<file path="src/rtl/lod_pkg.sv">
package lod_pkg;

  // Default scan width of the encoder.
  localparam int unsigned LOD_DEF_W = 64;

  // True when n is a power of two (the tree needs full halving at every level).
  function automatic bit f_is_pow2(input int unsigned n);
    return (n != 0) && ((n & (n - 1)) == 0);
  endfunction

endpackage

</file>
<file path="src/rtl/lod_merge.sv">
// One node of the halving tree. The MSB-side child wins whenever it holds a set bit.
module lod_merge #(
  parameter int unsigned IW  = 6,
  parameter int unsigned LVL = 1
) (
  input  logic          hi_any,
  input  logic [IW-1:0] hi_pos,
  input  logic          lo_any,
  input  logic [IW-1:0] lo_pos,
  output logic          any,
  output logic [IW-1:0] pos
);
  localparam logic [IW-1:0] LO_BIT = IW'(1) << (LVL - 1);

  assign any = hi_any | lo_any;

  always_comb begin
    if (hi_any)      pos = hi_pos;
    else if (lo_any) pos = lo_pos | LO_BIT;
    else             pos = '0;
  end
endmodule

</file>
<file path="src/rtl/lod_tree.sv">
// Log-depth halving tree stored as a heap: node 1 is the root and leaves sit at W..2W-1.
// Leaf W+k holds port bit W-1-k, so leaf order runs from the MSB down.
module lod_tree #(
  parameter int unsigned W  = 64,
  parameter int unsigned IW = $clog2(W)
) (
  input  logic [W-1:0]  vec,
  output logic          any,
  output logic [IW-1:0] pos
);
  logic          node_any [1:2*W-1];
  logic [IW-1:0] node_pos [1:2*W-1];

  for (genvar k = 0; k < W; k++) begin : g_leaf
    assign node_any[W+k] = vec[W-1-k];
    assign node_pos[W+k] = '0;
  end

  for (genvar h = 1; h <= IW; h++) begin : g_lvl
    localparam int unsigned FIRST = W >> h;
    for (genvar n = FIRST; n < 2*FIRST; n++) begin : g_node
      lod_merge #(.IW(IW), .LVL(h)) u_merge (
        .hi_any (node_any[2*n]),
        .hi_pos (node_pos[2*n]),
        .lo_any (node_any[2*n+1]),
        .lo_pos (node_pos[2*n+1]),
        .any    (node_any[n]),
        .pos    (node_pos[n])
      );
    end
  end

  assign any = node_any[1];
  assign pos = node_pos[1];
endmodule

</file>
<file path="src/rtl/lod_isolate.sv">
// Arithmetic path: reverse the word, keep its lowest set bit with x & (~x + 1),
// then reverse back so the surviving bit is the MSB-side first one.
module lod_isolate #(
  parameter int unsigned W = 64
) (
  input  logic [W-1:0] vec,
  output logic         any,
  output logic [W-1:0] onehot
);
  function automatic logic [W-1:0] f_reverse(input logic [W-1:0] x);
    logic [W-1:0] r;
    for (int i = 0; i < W; i++) r[i] = x[W-1-i];
    return r;
  endfunction

  function automatic logic [W-1:0] f_keep_lowest(input logic [W-1:0] x);
    return x & (~x + W'(1));
  endfunction

  logic [W-1:0] rev_vec;
  logic [W-1:0] rev_mask;

  assign rev_vec  = f_reverse(vec);
  assign rev_mask = f_keep_lowest(rev_vec);
  assign onehot   = f_reverse(rev_mask);
  assign any      = |rev_vec;
endmodule

</file>
<file path="src/rtl/lod_onehot_enc.sv">
// Encodes a one-hot word into a position counted from the MSB: OR tree per output bit.
module lod_onehot_enc #(
  parameter int unsigned W  = 64,
  parameter int unsigned IW = $clog2(W)
) (
  input  logic [W-1:0]  onehot,
  output logic [IW-1:0] pos
);
  for (genvar b = 0; b < IW; b++) begin : g_bit
    logic [W-1:0] sel;
    for (genvar k = 0; k < W; k++) begin : g_pos
      localparam logic [IW-1:0] KV = IW'(k);
      if (KV[b]) begin : g_on
        assign sel[k] = onehot[W-1-k];
      end else begin : g_off
        assign sel[k] = 1'b0;
      end
    end
    assign pos[b] = |sel;
  end
endmodule

</file>
<file path="src/rtl/lod_index_detect.sv">
module lod_index_detect #(
  parameter int unsigned W  = lod_pkg::LOD_DEF_W,
  parameter int unsigned IW = $clog2(W)
) (
  input  logic [W-1:0]  vec_i,
  output logic [IW-1:0] pos_o,
  output logic          hit_o,
  output logic [W-1:0]  first_o
);
  // Named internal results of both paths, brought out for the checker.
  logic          tree_any;
  logic [IW-1:0] tree_pos;
  logic          iso_any;
  logic [W-1:0]  iso_mask;
  logic [IW-1:0] iso_pos;

  lod_tree #(.W(W), .IW(IW)) u_tree (
    .vec (vec_i),
    .any (tree_any),
    .pos (tree_pos)
  );

  lod_isolate #(.W(W)) u_iso (
    .vec    (vec_i),
    .any    (iso_any),
    .onehot (iso_mask)
  );

  lod_onehot_enc #(.W(W), .IW(IW)) u_enc (
    .onehot (iso_mask),
    .pos    (iso_pos)
  );

  assign pos_o   = tree_pos;
  assign hit_o   = tree_any;
  assign first_o = iso_mask;
endmodule

</file>
<file path="config.mk">
export PLATFORM = sky130hd
export DESIGN_NAME = lod_index_detect
export DESIGN_NICKNAME = d
export VERILOG_FILES = /design/src/rtl/lod_pkg.sv /design/src/rtl/lod_merge.sv /design/src/rtl/lod_tree.sv /design/src/rtl/lod_isolate.sv /design/src/rtl/lod_onehot_enc.sv /design/src/rtl/lod_index_detect.sv
export SDC_FILE = /design/constraint.sdc
export NUM_CORES = 1
export LEC_CHECK = 0
export BUFFER_PORTS_ARGS = -buffer_cell sky130_fd_sc_hd__buf_2
export CELL_PAD_IN_SITES_DETAIL_PLACEMENT = 2
export CELL_PAD_IN_SITES_GLOBAL_PLACEMENT = 2
export CORE_ASPECT_RATIO = 0.75
export CORE_MARGIN = 1
export CORE_UTILIZATION = 18
export DETAILED_ROUTE_END_ITERATION = 8
export PLACE_DENSITY = 0.84
export SLEW_MARGIN = 40
export SYNTH_ARGS = -nofsm -noshare
export SYNTH_HDL_FRONTEND = slang
export SYNTH_SLANG_ARGS = --single-unit
export TNS_END_PERCENT = 10
</file>
<file path="constraint.sdc">
create_clock -name vclk -period 4.8
set_input_delay 0.24 -clock vclk [all_inputs]
set_output_delay 0.24 -clock vclk [all_outputs]
set_load 0.01 [all_outputs]
</file>
======== Word-level counts from Yosys, hierarchy flattened ========
Cells that the tools add are included.
storage, ports and cells
  bits in registers ....................... 0
  logic and storage cells ................. 192
  output and inout bits ................... 71
operators by class
  bitwise operators ....................... 65
  mux-type cells .......................... 126
  add/sub/neg operators ................... 1
operators with widths
  operator                 number
  $mux W6                  48
  $mux W5                  24
  $add A64 B1 Y64 const B  1
  $and A64 B64 Y64         1
  $not A64 Y64             1
  $or A1 B1 Y1             63
  $mux W4                  12
  $mux W1                  33
  $mux W3                  6
  $mux W2                  3

======== Depth between registers and ports, before layout ========
Gate-level depths: netlist of run 1.
  word-level depth ........................ 12
  mapped depth ............................ 7
  depth with buffers taken out ............ 6

======== Hierarchy ========
From an unflattened synthesis of run 1, not the netlist that was laid out.
unflattened totals
  cell total of the unflattened synthesis .. 951
  area total of the unflattened synthesis .. 6,799.0 sq um
by module, submodules not included
  module                                              cells each  times used  area an instance (sq um)
  lod_merge (u_tree.g_lvl[1].g_node[32].u_merge ...)  13          57          91.3
  lod_isolate                                         147         1           1,046.0
  lod_merge (u_tree.g_lvl[4].g_node[4].u_merge ...)   11          4           92.6
  lod_merge (u_tree.g_lvl[5].g_node[2].u_merge ...)   9           2           86.3
  lod_tree                                            1           1           3.8

======== Least setup slack after synthesis of run 1 ========
No wires, ideal clock.
  kind .................................... input to output
  start point ............................. input vec_i[40]
  end point ............................... output first_o[22]
  buffers on the path ..................... 1
  stages .................................. 7
  data arrival time ....................... 2,589 ps
  path slack .............................. 1,971 ps
  cell sequence ........................... or4_1 -> nand2b_1 -> or4_4 -> buf_6 -> or4_4 -> nor4b_4 -> and4b_1
on the way
  longest elaborated chain between the ends .. 3
RTL lines
  item              line                   RTL
  start, declared   lod_index_detect.sv:5  input logic [W-1:0] vec_i,
  $not A64 Y64      lod_isolate.sv:17      return x & (~x + W'(1));
  $add A64 B1 Y64   lod_isolate.sv:17
  $and A64 B64 Y64  lod_isolate.sv:17
  end, declared     lod_index_detect.sv:8  output logic [W-1:0] first_o
Every way passes these cells.

======== Worst setup path in the final report of run 1 ========
  start point ............................. input vec_i[52]
  end point ............................... output first_o[4]
The elaborated chain is that of the path after synthesis.

==> run summary, run 1 <==
========================================================================================
Outcome                                                                     complete, no violations
Maximum clock rate                                                               306 MHz
Biggest cell delay along the critical path                                       0.59 ns
Total of buffers placed on input and output ports                                    135
Post-synth design cell area                                                 0.00147 sq mm
Initial detailed-routing violation count                                              60
Mean instance size in the synthesized netlist                                 6.06 sq um
Core area                                                                   0.00788 sq mm
Actual transition at the worst max-transition pin                               0.706 ns
Nature of the critical path endpoint                                         output port
Via count of the first global-routing pass                                          2440
Total power density per cell area                                           46.1 mW/mm^2
Startpoint of the worst setup timing path                                      vec_i[52]
Dominant combinational cell family by area after synthesis                  simple AND/OR/NAND/NOR gates
Die Area                                                                    0.00852 sq mm
Number of cells upsized or downsized after cts                                         0
Post-synth top area share                                                          9.72%
Detailed-route wire length per cell                                         16.4 microns
Met1 demand-to-capacity share in global routing                                    25.2%
Max-cap violations                                                                     0
Area occupied by registers                                                       0 sq um
Total Routed Length                                                         7850 microns
Sequential cell count of the final layout                                              0
Remaining design rule violation count                                                  0
Synth Area in XOR/XNOR                                                                0%
Number of antenna repair diodes                                                        0
Row cnt                                                                               28
Post-synthesis net count                                                             306
Total number of cells along the worst setup path                                       8
Worst-path fanout max                                                                  8
Number of max-slew violations in the final report                                      0
Sum of net half-perimeters after detailed placement                         6950 microns
Post-detailed-route count of antenna-violating nets                                    0
Post-layout min period                                                           3.27 ns
Area growth from synthesis to final layout                                         53.8%
Critical path buffer and inverter count                                                2
Number of setup violations in the final report                                         0
Chip Height                                                                 80.2 microns
Kind of path behind the tightest hold check                                    in -> out
GRT overflow                                                                           0
Global placer's final weighted congestion                                          0.839
Kind of start point of the critical path                                       input pin
Post-placement cell count                                                            479
Cells along the critical path                                               buf_2 -> or4_1 -> or4_1 -> nor2_1 -> and4b_1 -> nand3_1 -> nor4b_1 -> buf_2
Highest ir drop seen on vdd                                                      14.4 uV
Final Hold Vio Count                                                                   0
Post-synthesis mux area share                                                         0%
Clock buffer instance count of the final layout                                        0
Pin count of the biggest net entering global routing                                  10
CP max stage cell                                                           sky130_fd_sc_hd__or4_1
Setup tns final                                                                     0 ns
DIE WIDTH                                                                    106 microns
Global-route wire length before repair                                      12600 microns
Most frequent standard cell in the layout excluding fill and tap cells      sky130_fd_sc_hd__buf_2
Number of instances on the worst hold path                                             3
Number of warnings reported in the yosys synthesis log                                 0
Starting density of the core                                                       18.6%
RSZ-0062 raised after global routing                                                  no
Leading area contributor after synthesis                                    sky130_fd_sc_hd__nor2_1
Nets                                                                                 440
Number of buffers added to fix hold violations after cts                               0
Number of detailed-routing iterations run before antenna repair                        4
Final cell count without fillers                                                     479
Most utilized layer in the global route result                                      met2
Post-CTS Repair Setup Buffers                                                          0
Antenna violations before repair                                                       0
Global-route track usage on met2                                                   30.8%
Worst path required time                                                         4.56 ns
Arrival time reported for the critical path endpoint                             3.03 ns
Routed vias/inst                                                                    5.04
GR Util All Layers                                                                 18.0%
Fraction of the mapped netlist area in adder cells                                    0%
Critical path start-end classification                                         in -> out
Highest-count cells in the layout ignoring fill and taps                    sky130_fd_sc_hd__buf_2 (135), sky130_fd_sc_hd__nor2_1 (38), sky130_fd_sc_hd__and3_1 (19), sky130_fd_sc_hd__a21oi_1 (19), sky130_fd_sc_hd__inv_1 (18)
Met3 Track Usage GR                                                                1.30%
Number of vias in the routed layout                                                 2412
Category of cells accounting for the largest share of critical-path delay   simple AND/OR/NAND/NOR gates
I/O Pins                                                                             135
Fin crit share                                                                     68.2%
Ratio of cells with drive above 1 in the final layout                              39.8%
Headroom to the max-slew limit                                                     52.6%
Most area-consuming cells after synthesis                                   sky130_fd_sc_hd__nor2_1 (9.7%), sky130_fd_sc_hd__and3_1 (8.1%), sky130_fd_sc_hd__nor4_1 (6.8%), sky130_fd_sc_hd__a21oi_1 (6.5%), sky130_fd_sc_hd__o21ai_0 (5.5%)
Post-synthesis compound-gate area fraction                                         23.3%
Synthesized netlist cell count                                                       242
Simple-gate portion of the synthesized area                                        70.5%
Library cells used by synthesis                                                       45
Sequential cell area fraction in the yosys report                                     0%
Critical path endpoint                                                        first_o[4]
Cell leakage power                                                               1.19 nW
========================================================================================
[area by class of cell]
class | instances | area [sq um]
inverters | 18 | 67.6
well taps | 105 | 131
multi-input cells | 221 | 1380
repair buffers | 135 | 676
fillers | 1046 | 5630
[through the flow]
stage	power [mW]	instance area [sq um]	setup WS [ns]	hold WS (ns)	util, %
floorplan	0.0353	1470	1.97	0.526	-
global placement	0.0995	2250	1.60	0.770	28.6
detailed placement	0.104	2250	1.51	0.777	28.6
CTS	0.104	2250	1.50	0.779	28.6
global route	0.116	2260	1.29	0.789	28.6
finish	0.104	2260	1.53	0.776	28.6
[cell families (layout without fill, tap and decap cells)]
logic type      Yosys count  in the layout
simple gates            165            165
buf+inv                  21            153
compound gates           56             56
[worst min path at each step]
stage                    from     endpoint  slack (ns)
floorplan           vec_i[63]  first_o[62]        0.53
detailed placement  vec_i[43]  first_o[42]        0.78
CTS                 vec_i[29]  first_o[28]        0.78
global placement    vec_i[43]  first_o[42]        0.77
global route        vec_i[29]  first_o[28]        0.79
finish               vec_i[5]   first_o[4]        0.78
[routing by layer]
metal	up-vias	part of all wire, %
li1	1195	-
met4	0	0.87
met1	1143	50
met3	6	4.6
met5	-	0
met2	68	45
[power by group]
group          total [mW]  internal (mW)  switching [mW]  leakage [nW]
Combinational       0.104         0.0393          0.0648          1.19
Sequential              0              0               0             0
Clock                   0              0               0             0
[synthesized netlist by cell type, drive strengths merged]
cell type and number:
a211o 1, a211oi 1, a21bo 1, a21boi 1, a21o 2, a21oi 19
a221oi 1, a311o 1, a31oi 1, and2 13, and3 21, and3b 2
and4 6, and4b 3, buf 2, clkbuf 1, inv 18, nand2 10
nand2b 3, nand3 9, nand4b 1, nand4bb 1, nor2 38, nor2b 4
nor3 12, nor3b 5, nor4 19, nor4b 7, o211ai 5, o21ai 16
o21bai 3, o311ai 2, o31ai 2, or2 1, or3 2, or4 8
Note: power is estimated with default switching activity, not from simulation.
==> run 2, diff against run 1 <==
--- a/config.mk
+++ b/config.mk
@@ -5,6 +5,7 @@
 export SDC_FILE = /design/constraint.sdc
 export NUM_CORES = 1
 export LEC_CHECK = 0
+export ABC_AREA = 1
 export BUFFER_PORTS_ARGS = -buffer_cell sky130_fd_sc_hd__buf_2
 export CELL_PAD_IN_SITES_DETAIL_PLACEMENT = 2
 export CELL_PAD_IN_SITES_GLOBAL_PLACEMENT = 2
@@ -12,7 +13,7 @@
 export CORE_MARGIN = 1
 export CORE_UTILIZATION = 18
 export DETAILED_ROUTE_END_ITERATION = 8
-export PLACE_DENSITY = 0.84
+export PLACE_DENSITY = 0.8
 export SLEW_MARGIN = 40
 export SYNTH_ARGS = -nofsm -noshare
 export SYNTH_HDL_FRONTEND = slang
==> constraint.sdc (replaced) <==
create_clock -name vclk -period 3.01
set_input_delay 0.1505 -clock vclk [all_inputs]
set_output_delay 0.1505 -clock vclk [all_outputs]
set_load 0.01 [all_outputs]
==> run 2 against run 1 <==
Compared with the run above:
- hold slack worse by 0.23 ns
- largest cell class unchanged
- synthesized cell count up 80%
- largest power group unchanged
- clock-buffer cell count unchanged
- sequential share of layout area unchanged
- final area up 25%
==> run summary, run 2 <==
========================================================================================
Outcome                                                                     complete, no violations
Post-layout min period                                                           2.04 ns
Number of buffers added to fix hold violations after cts                               0
Smallest hold slack                                                             0.548 ns
Sum of net half-perimeters after detailed placement                         9970 microns
Detailed-route wire length per cell                                         15.1 microns
Total of buffers placed on input and output ports                                    135
Biggest cell delay along the critical path                                       0.36 ns
Library cells used by synthesis                                                       27
Nets                                                                                 636
Fin crit share                                                                     67.9%
Number of setup violations in the final report                                         0
Worst-path fanout max                                                                  7
Antenna violations before repair                                                       0
Row cnt                                                                               32
Global-route wire length before repair                                      17100 microns
Leading area contributor after synthesis                                    sky130_fd_sc_hd__nand2_1
Synthesized netlist cell count                                                       436
Most used standard cell by instance count after synthesis                   sky130_fd_sc_hd__nand2_1
Post-synth design cell area                                                 0.00199 sq mm
Starting density of the core                                                       18.9%
Via count of the first global-routing pass                                          3463
Pin count of the biggest net entering global routing                                   9
Mean instance size in the synthesized netlist                                 4.57 sq um
Kind of path behind the tightest hold check                                    in -> out
Setup WS post-layout                                                            0.967 ns
Chip Height                                                                 93.1 microns
Global placer's final weighted congestion                                          0.849
Most frequent standard cell in the layout excluding fill and tap cells      sky130_fd_sc_hd__buf_2
Number of warnings reported in the yosys synthesis log                                 0
Highest-count cells in the layout ignoring fill and taps                    sky130_fd_sc_hd__buf_2 (135), sky130_fd_sc_hd__nand2_1 (114), sky130_fd_sc_hd__nor2_1 (105), sky130_fd_sc_hd__inv_1 (87), sky130_fd_sc_hd__nand3_1 (28)
Clock buffer instance count of the final layout                                        0
Post-detailed-route count of antenna-violating nets                                    0
Number of detailed-routing iterations run before antenna repair                        4
Final Hold Vio Count                                                                   0
Number of max-slew violations in the final report                                      0
Core area                                                                   0.0105 sq mm
Area occupied by registers                                                       0 sq um
Actual transition at the worst max-transition pin                               0.458 ns
GRT overflow                                                                           0
Cell leakage power                                                               1.65 nW
CP max stage cell                                                           sky130_fd_sc_hd__nor3_1
Kind of start point of the critical path                                       input pin
Number of vias in the routed layout                                                 3220
Remaining design rule violation count                                                  0
Critical path start-end classification                                         in -> out
Number of cells upsized or downsized after cts                                         0
Headroom to the max-slew limit                                                     69.2%
Die Area                                                                    0.0115 sq mm
Nature of the critical path endpoint                                         output port
Number of antenna repair diodes                                                        0
Total power                                                                     0.208 mW
Post-synthesis net count                                                             500
Sequential cell area fraction in the yosys report                                     0%
Initial detailed-routing violation count                                              98
RSZ-0062 raised after global routing                                                  no
Most area-consuming cells after synthesis                                   sky130_fd_sc_hd__nand2_1 (21%), sky130_fd_sc_hd__nor2_1 (20%), sky130_fd_sc_hd__inv_1 (16%), sky130_fd_sc_hd__nand3_1 (7.0%), sky130_fd_sc_hd__nand4_1 (4.7%)
Area growth from synthesis to final layout                                         42.1%
Most numerous cell types in the synthesized netlist                         sky130_fd_sc_hd__nand2_1 (114), sky130_fd_sc_hd__nor2_1 (105), sky130_fd_sc_hd__inv_1 (87)
DIE WIDTH                                                                    123 microns
Worst path required time                                                         2.86 ns
Maximum clock rate                                                               490 MHz
Highest ir drop seen on vdd                                                      21.6 uV
Post-CTS Repair Setup Buffers                                                          0
Post-synth top area share                                                          21.5%
Setup Slack @ Placement                                                         0.895 ns
Category of cells accounting for the largest share of critical-path delay   simple AND/OR/NAND/NOR gates
Sequential cell count of the final layout                                              0
GR Util All Layers                                                                 18.5%
I/O Pins                                                                             135
Setup tns final                                                                     0 ns
Max-cap violations                                                                     0
Total power density per cell area                                           73.6 mW/mm^2
Ratio of cells with drive above 1 in the final layout                              29.3%
Routed vias/inst                                                                    4.56
Arrival time reported for the critical path endpoint                             1.89 ns
Cells along the critical path                                               buf_2 -> nor2_1 -> nand2_1 -> nor2_8 -> nand2_4 -> nor3_1 -> nand2_1 -> nor2_1 -> buf_2
Critical path buffer and inverter count                                                2
Total Routed Length                                                         10700 microns
========================================================================================
run 2: logic make-up after synthesis:
| logic type | Yosys count | share of synthesized area [%] |
|---|---|---|
| and+or+nand+nor | 318 | 75.2 |
| buffers and inverters | 91 | 17.4 |
| AOI/OAI and AO/OA | 27 | 7.42 |
run 2: worst paths after layout:
| kind | slack [ns] | end | cells past startpoint | start |
|---|---|---|---|---|
| worst max-delay path | 0.97 | first_o[20] | 9 | vec_i[56] |
| worst min-delay path | 0.55 | first_o[63] | 2 | vec_i[63] |
run 2: area by class of cell:
| type | instances | area [sq um] |
|---|---|---|
| Inverter | 90 | 339 |
| Fill cell | 1428 | 7700 |
| Tap cell | 136 | 170 |
| Timing Repair Buffer | 135 | 676 |
| Multi-Input combinational cell | 345 | 1640 |
run 2: routing by layer:
| layer | wire [microns] | up-vias | GRT usage (%) |
|---|---|---|---|
| met2 | 5020 | 62 | 32.5 |
| li1 | - | 1636 | - |
| met5 | 0 | - | 0 |
| met3 | 376 | 2 | 0.366 |
| met4 | 15 | 0 | 0.402 |
| met1 | 5270 | 1520 | 26.3 |
run 2: metrics by stage:
stage | std cells | area, sq um | utilization [%]
2_1_floorplan | 436 | 1990 | -
3_3_place_gp | 706 | 2830 | 26.9
3_5_place_dp | 706 | 2830 | 26.9
4_1_cts | 706 | 2830 | 26.9
5_1_grt | 706 | 2830 | 26.9
6_report | 706 | 2830 | 26.9
run 2: power by group:
group / switching, mW / internal, mW
Combinational: 0.140 / 0.0678
Sequential: 0 / 0
Clock: 0 / 0
